File: src/rtl/sbs_pkg.sv
package sbs_pkg;
    localparam int REG_W    = 8;
    localparam int NUM_CH   = 8;
    localparam int CH_W     = $clog2(NUM_CH);
    localparam int NUM_RES  = 4;
    localparam int RES_W    = $clog2(NUM_RES);
    localparam int DONE_BIT = 7;
    localparam int REP_BIT  = 5;
    localparam int GRP_BIT  = 4;

    typedef struct packed {
        logic            rep;
        logic            grp;
        logic [CH_W-1:0] chan;
    } ctrl_t;
endpackage

File: src/rtl/sbs_slot_timer.sv
module sbs_slot_timer #(
    parameter  int SLOT_CYCLES = 32,
    parameter  int NUM_SLOTS   = 4,
    localparam int CNT_W       = (SLOT_CYCLES > 2) ? $clog2(SLOT_CYCLES) : 1,
    localparam int IDX_W       = (NUM_SLOTS > 2) ? $clog2(NUM_SLOTS) : 1
) (
    input  logic             clk,
    input  logic             rst_n,
    input  logic             start_i,
    input  logic             repeat_i,
    output logic [IDX_W-1:0] slot_o,
    output logic             slot_end_o,
    output logic             pass_end_o
);
    localparam logic [CNT_W-1:0] CNT_LAST  = CNT_W'(SLOT_CYCLES - 1);
    localparam logic [IDX_W-1:0] SLOT_LAST = IDX_W'(NUM_SLOTS - 1);

    typedef struct packed {
        logic             busy;
        logic [IDX_W-1:0] slot;
        logic [CNT_W-1:0] cnt;
    } tmr_t;

    tmr_t tq, td;

    always_comb begin
        td = tq;
        if (start_i) begin
            td.busy = 1'b1;
            td.slot = '0;
            td.cnt  = '0;
        end else if (tq.busy) begin
            if (tq.cnt == CNT_LAST) begin
                td.cnt = '0;
                if (tq.slot == SLOT_LAST) begin
                    td.slot = '0;
                    td.busy = repeat_i;
                end else begin
                    td.slot = tq.slot + IDX_W'(1);
                end
            end else begin
                td.cnt = tq.cnt + CNT_W'(1);
            end
        end
    end

    always_ff @(posedge clk or negedge rst_n) begin
        if (!rst_n) tq <= '0;
        else        tq <= td;
    end

    assign slot_o     = tq.slot;
    assign slot_end_o = tq.busy && (tq.cnt == CNT_LAST);
    assign pass_end_o = slot_end_o && (tq.slot == SLOT_LAST);
endmodule

File: src/rtl/sbs_chan_pick.sv
module sbs_chan_pick #(
    parameter int NUM_CH = 8,
    parameter int CH_W   = 3,
    parameter int IDX_W  = 2,
    parameter int SMP_W  = 8
) (
    input  logic [NUM_CH*SMP_W-1:0] lanes_i,
    input  logic [CH_W-1:0]         chan_i,
    input  logic                    grp_i,
    input  logic [IDX_W-1:0]        slot_i,
    output logic [SMP_W-1:0]        smp_o
);
    logic [SMP_W-1:0] lane [NUM_CH];
    logic [CH_W-1:0]  sel;

    for (genvar c = 0; c < NUM_CH; c++) begin : g_lane
        assign lane[c] = lanes_i[c*SMP_W +: SMP_W];
    end

    if (CH_W > IDX_W) begin : g_grp_hi
        assign sel = grp_i ? {chan_i[CH_W-1:IDX_W], slot_i} : chan_i;
    end else begin : g_grp_flat
        assign sel = grp_i ? CH_W'(slot_i) : chan_i;
    end

    assign smp_o = lane[sel];
endmodule

File: src/rtl/sample_burst_sequencer.sv
module sample_burst_sequencer
    import sbs_pkg::*;
#(
    parameter int SLOT_CYCLES = 32,
    parameter int ADDR_W      = 3
) (
    input  logic                    clk,
    input  logic                    rst_n,
    input  logic [ADDR_W-1:0]       bus_addr,
    input  logic [REG_W-1:0]        bus_wdata,
    input  logic                    bus_we,
    input  logic                    bus_re,
    output logic [REG_W-1:0]        bus_rdata,
    input  logic [NUM_CH*REG_W-1:0] chan_smp
);
    typedef struct packed {
        ctrl_t                         ctrl;
        logic                          done;
        logic [NUM_RES-1:0][REG_W-1:0] res;
        logic [REG_W-1:0]              rdata;
    } state_t;

    state_t st_q, st_d;

    logic             start;
    logic [RES_W-1:0] slot;
    logic             slot_end;
    logic             pass_end;
    logic [REG_W-1:0] smp;
    logic [REG_W-1:0] rd_mux;
    logic             done_q;
    logic             unused_wbits;

    assign start        = bus_we && (bus_addr == ADDR_W'(0));
    assign unused_wbits = ^{bus_wdata[DONE_BIT], bus_wdata[6], bus_wdata[3]};

    sbs_slot_timer #(
        .SLOT_CYCLES (SLOT_CYCLES),
        .NUM_SLOTS   (NUM_RES)
    ) u_timer (
        .clk        (clk),
        .rst_n      (rst_n),
        .start_i    (start),
        .repeat_i   (st_q.ctrl.rep),
        .slot_o     (slot),
        .slot_end_o (slot_end),
        .pass_end_o (pass_end)
    );

    sbs_chan_pick #(
        .NUM_CH (NUM_CH),
        .CH_W   (CH_W),
        .IDX_W  (RES_W),
        .SMP_W  (REG_W)
    ) u_pick (
        .lanes_i (chan_smp),
        .chan_i  (st_q.ctrl.chan),
        .grp_i   (st_q.ctrl.grp),
        .slot_i  (slot),
        .smp_o   (smp)
    );

    always_comb begin
        rd_mux = '0;
        if (bus_addr == ADDR_W'(0)) begin
            rd_mux[DONE_BIT]   = st_q.done;
            rd_mux[REP_BIT]    = st_q.ctrl.rep;
            rd_mux[GRP_BIT]    = st_q.ctrl.grp;
            rd_mux[CH_W-1:0]   = st_q.ctrl.chan;
        end else if (bus_addr <= ADDR_W'(NUM_RES)) begin
            rd_mux = st_q.res[RES_W'(bus_addr - ADDR_W'(1))];
        end
    end

    always_comb begin
        st_d = st_q;
        if (start) begin
            st_d.ctrl.rep  = bus_wdata[REP_BIT];
            st_d.ctrl.grp  = bus_wdata[GRP_BIT];
            st_d.ctrl.chan = bus_wdata[CH_W-1:0];
            st_d.done      = 1'b0;
        end else if (slot_end) begin
            st_d.res[slot] = smp;
            if (pass_end) st_d.done = 1'b1;
        end
        if (bus_re) st_d.rdata = rd_mux;
    end

    always_ff @(posedge clk or negedge rst_n) begin
        if (!rst_n) st_q <= '0;
        else        st_q <= st_d;
    end

    assign bus_rdata = st_q.rdata;
    assign done_q    = st_q.done;
endmodule

File: config.mk
export PLATFORM = sky130hd
export DESIGN_NAME = sample_burst_sequencer
export DESIGN_NICKNAME = d
export VERILOG_FILES = /design/src/rtl/sbs_pkg.sv /design/src/rtl/sbs_slot_timer.sv /design/src/rtl/sbs_chan_pick.sv /design/src/rtl/sample_burst_sequencer.sv
export SDC_FILE = /design/constraint.sdc
export NUM_CORES = 1
export LEC_CHECK = 0
export BUFFER_PORTS_ARGS = -buffer_cell sky130_fd_sc_hd__buf_2
export CORE_MARGIN = 2
export CORE_UTILIZATION = 40
export CTS_CLUSTER_SIZE = 14
export DETAILED_ROUTE_END_ITERATION = 8
export PLACE_DENSITY_LB_ADDON = 0.25
export RECOVER_POWER = 50
export SLEW_MARGIN = 20
export SYNTH_ARGS = -nofsm -noshare
export SYNTH_HDL_FRONTEND = slang
export SYNTH_SLANG_ARGS = --single-unit
File: constraint.sdc
create_clock -name clk -period 5.3 [get_ports clk]
set_input_delay 1.06 -clock clk [delete_from_list [all_inputs] [get_ports clk]]
set_output_delay 1.06 -clock clk [all_outputs]
set_load 0.01 [all_outputs]
==> impl_metrics.ini <==
[yosys]
yosysWarnings = 0
syn_avg_cell_area_um2 = 8.49
synth_ff_type = dfrtp_1
syn_inst = 420
ys_seq_area_share_pct = 37.9
syn_area_um2 = 3560
synth_seq_cells = 54
async_flop_share_pct = 100
synth_edf_count = 0
yosysUniqueCellTypes = 36
synthesis.nets = 507

[setup_path]
cp_top_family = buffers and inverters
required_ns = 5.12
worst_ep_arrival_time_ns = 3.16
slowest_stage = clkbuf_1
path_cells = buf_2, clkbuf_1
path_max_fanout = 54
worstSetupPathType = in -> async
path_buf_inv = 2
cp-start-kind = input pin
cp-end-kind = async pin
cpPeakStageDelay_ns = 2.00

[sta]
tightestPinTransition_ns = 2.85
tns_ns = 0
finClkSkew_ns = 0.00956
slew-limit-headroom_pct = -89.7
clock.fmax_mhz = 299
finalHoldViolations = 0
timing.final.crit_period_ns = 3.35
grt_setup_unrepaired = false
slew_viol_final = 55
setup_viol_count_final = 0
period_share_pct = 63.2

[die]
initial_core_util_pct = 41.1
die_area_um2 = 9680
dieWidth_um = 98.4
die_h_um = 98.4
io_pins = 87
fp-row-count = 34
core_um2 = 8680

[grt]
top_usage_layer = met2
grt_usage_pct = 19.7
overflow = 0
met1_usage_pct = 27.1
grt_pass1_wl_um = 15400
grt_max_degree = 55
grt_pass1_vias = 3138
antenna_found_initial = 0
met2_usage_pct = 32.3
met3_usage_pct = 3.44

[routing]
wl_um = 9160
ant_nets = 0
viasPerCell = 5.48
dr_total_vias = 3210
wl_per_cell_um = 15.6
firstDrtPassIters = 5
drcViolationCount = 0
first_iter_violations = 183

[job]
maxCapViolCount = 1

[cts]
clock_latency_ns = 0.32
clock-sinks = 54
post_cts_resized = 0
cts_setup_buffers = 0
h-tree-depth = 2
cts_tree = done
clk_pin_slew_ns = 0.10
cts.hold.buffers_added = 0
cts_buffer_depth = 2
cts_buffers = 5
cts_root_buf = clkbuf_8

[power]
leakage_nw = 1.78
ir_drop_mv = 0.184
powerDensity_nw_per_um2 = 363

[final_layout]
antenna_cells = 0
nets = 564
drive_gt1_share_pct = 23.0
layout_common_cells = buf_2, nand2_1, nor2_1
area_growth_pct = 13.6
utilization_pct = 46.7
fill_cells = 893
layout_commonest_cell = buf_2

[hold_path]
hp-class = reg -> reg

[place]
gp_congestion = 0.777
io_buffers = 83
hpwl_um = 6540

[run_status]
violations = capacitance limit, slew limit
outcome = complete, but fails checks
## kinds of logic (layout without fill, tap and decap cells)
logic type | count (synthesis) | in the layout | synth area share, %
and+or+nand+nor | 182 | 182 | 22.4
AOI/OAI and AO/OA | 118 | 118 | 23.4
DFF | 54 | 54 | 37.9
buffers and inverters | 45 | 103 | 6.67
muxes | 12 | 12 | 6.56
adders and majority gates | 8 | 8 | 2.81
xor gates and xnor gates | 1 | 1 | 0.246
## metal layers
metal  part of all wire (%)  wire length, µm
met1                     47             4320
met2                     46             4250
met3                    5.0              459
met4                    1.4              131
met5                      0                0
## path summary, 6_finish.rpt
check / cells after the start / from / end / slack (ns)
setup / recovery: 2 / rst_n / async pin / 1.95
max in group clk: 8 / bus_addr[0] / flip-flop / 2.49
hold / removal: 2 / done_q$_DFFE_PN0P_ / done_q$_DFFE_PN0P_ / 0.49
min in group asynchronous: 2 / rst_n / bus_rdata[3]$_DFFE_PN0P_ / 1.74
hold reg to reg: 2 / done_q$_DFFE_PN0P_ / done_q$_DFFE_PN0P_ / 0.49
setup reg to reg: 4 / st_q[44]$_DFFE_PN0P_ / flip-flop / 2.69
## where the power goes
part / internal, mW / total (mW) / switching, mW
Clock: 0.143 / 0.286 / 0.143
Sequential: 0.494 / 0.583 / 0.0895
Combinational: 0.243 / 0.602 / 0.359
Total: 0.880 / 1.47 / 0.592
## synth_stat cells (all sizes together) (12+ instances only)
library cell   n  area share (%)
a22oi         16             3.5
dfrtp         54              38
buf           26             4.6
nand2b        34             6.0
clkbuf        12             1.3
o221ai        16             4.3
nand2         72             7.6
o211ai        16             3.4
a21oi         14             2.0
o21ai         41             5.8
nor2          62             6.5
## layout make-up
type                       count  area, µm²  share of cell area (%)
inverter                       7       26.3                   0.649
timing repair buffer          88        444                    11.0
sequential                    54       1350                    33.4
clock buffer                   5       68.8                    1.70
tap                          108        135                    3.34
clock inverter                 3       47.5                    1.17
multi-input combinational    321       1980                    48.8
## worst reg2reg max path, stage by stage, from the launching register on
cell      delay (ns)
dfrtp_1         0.96
nand2b_1        0.70
o221ai_1        0.23
a32oi_1         0.44
o21ai_0         0.14
## through the flow
| step | cells | setup slack, ns | total power [mW] | hold slack, ns | area, µm² |
|---|---|---|---|---|---|
| floorplan | 420 | 2.68 | 1.04 | 0.445 | 3560 |
| global placement | 578 | 2.18 | 1.17 | 0.457 | 3940 |
| detailed placement | 578 | 2.12 | 1.19 | 0.466 | 3940 |
| CTS | 586 | 2.46 | 1.48 | 0.491 | 4060 |
| global route | 586 | 1.28 | 1.59 | 0.515 | 4050 |
| finish | 586 | 1.95 | 1.47 | 0.485 | 4050 |
No activity file was read; power rests on OpenSTA's default activity.
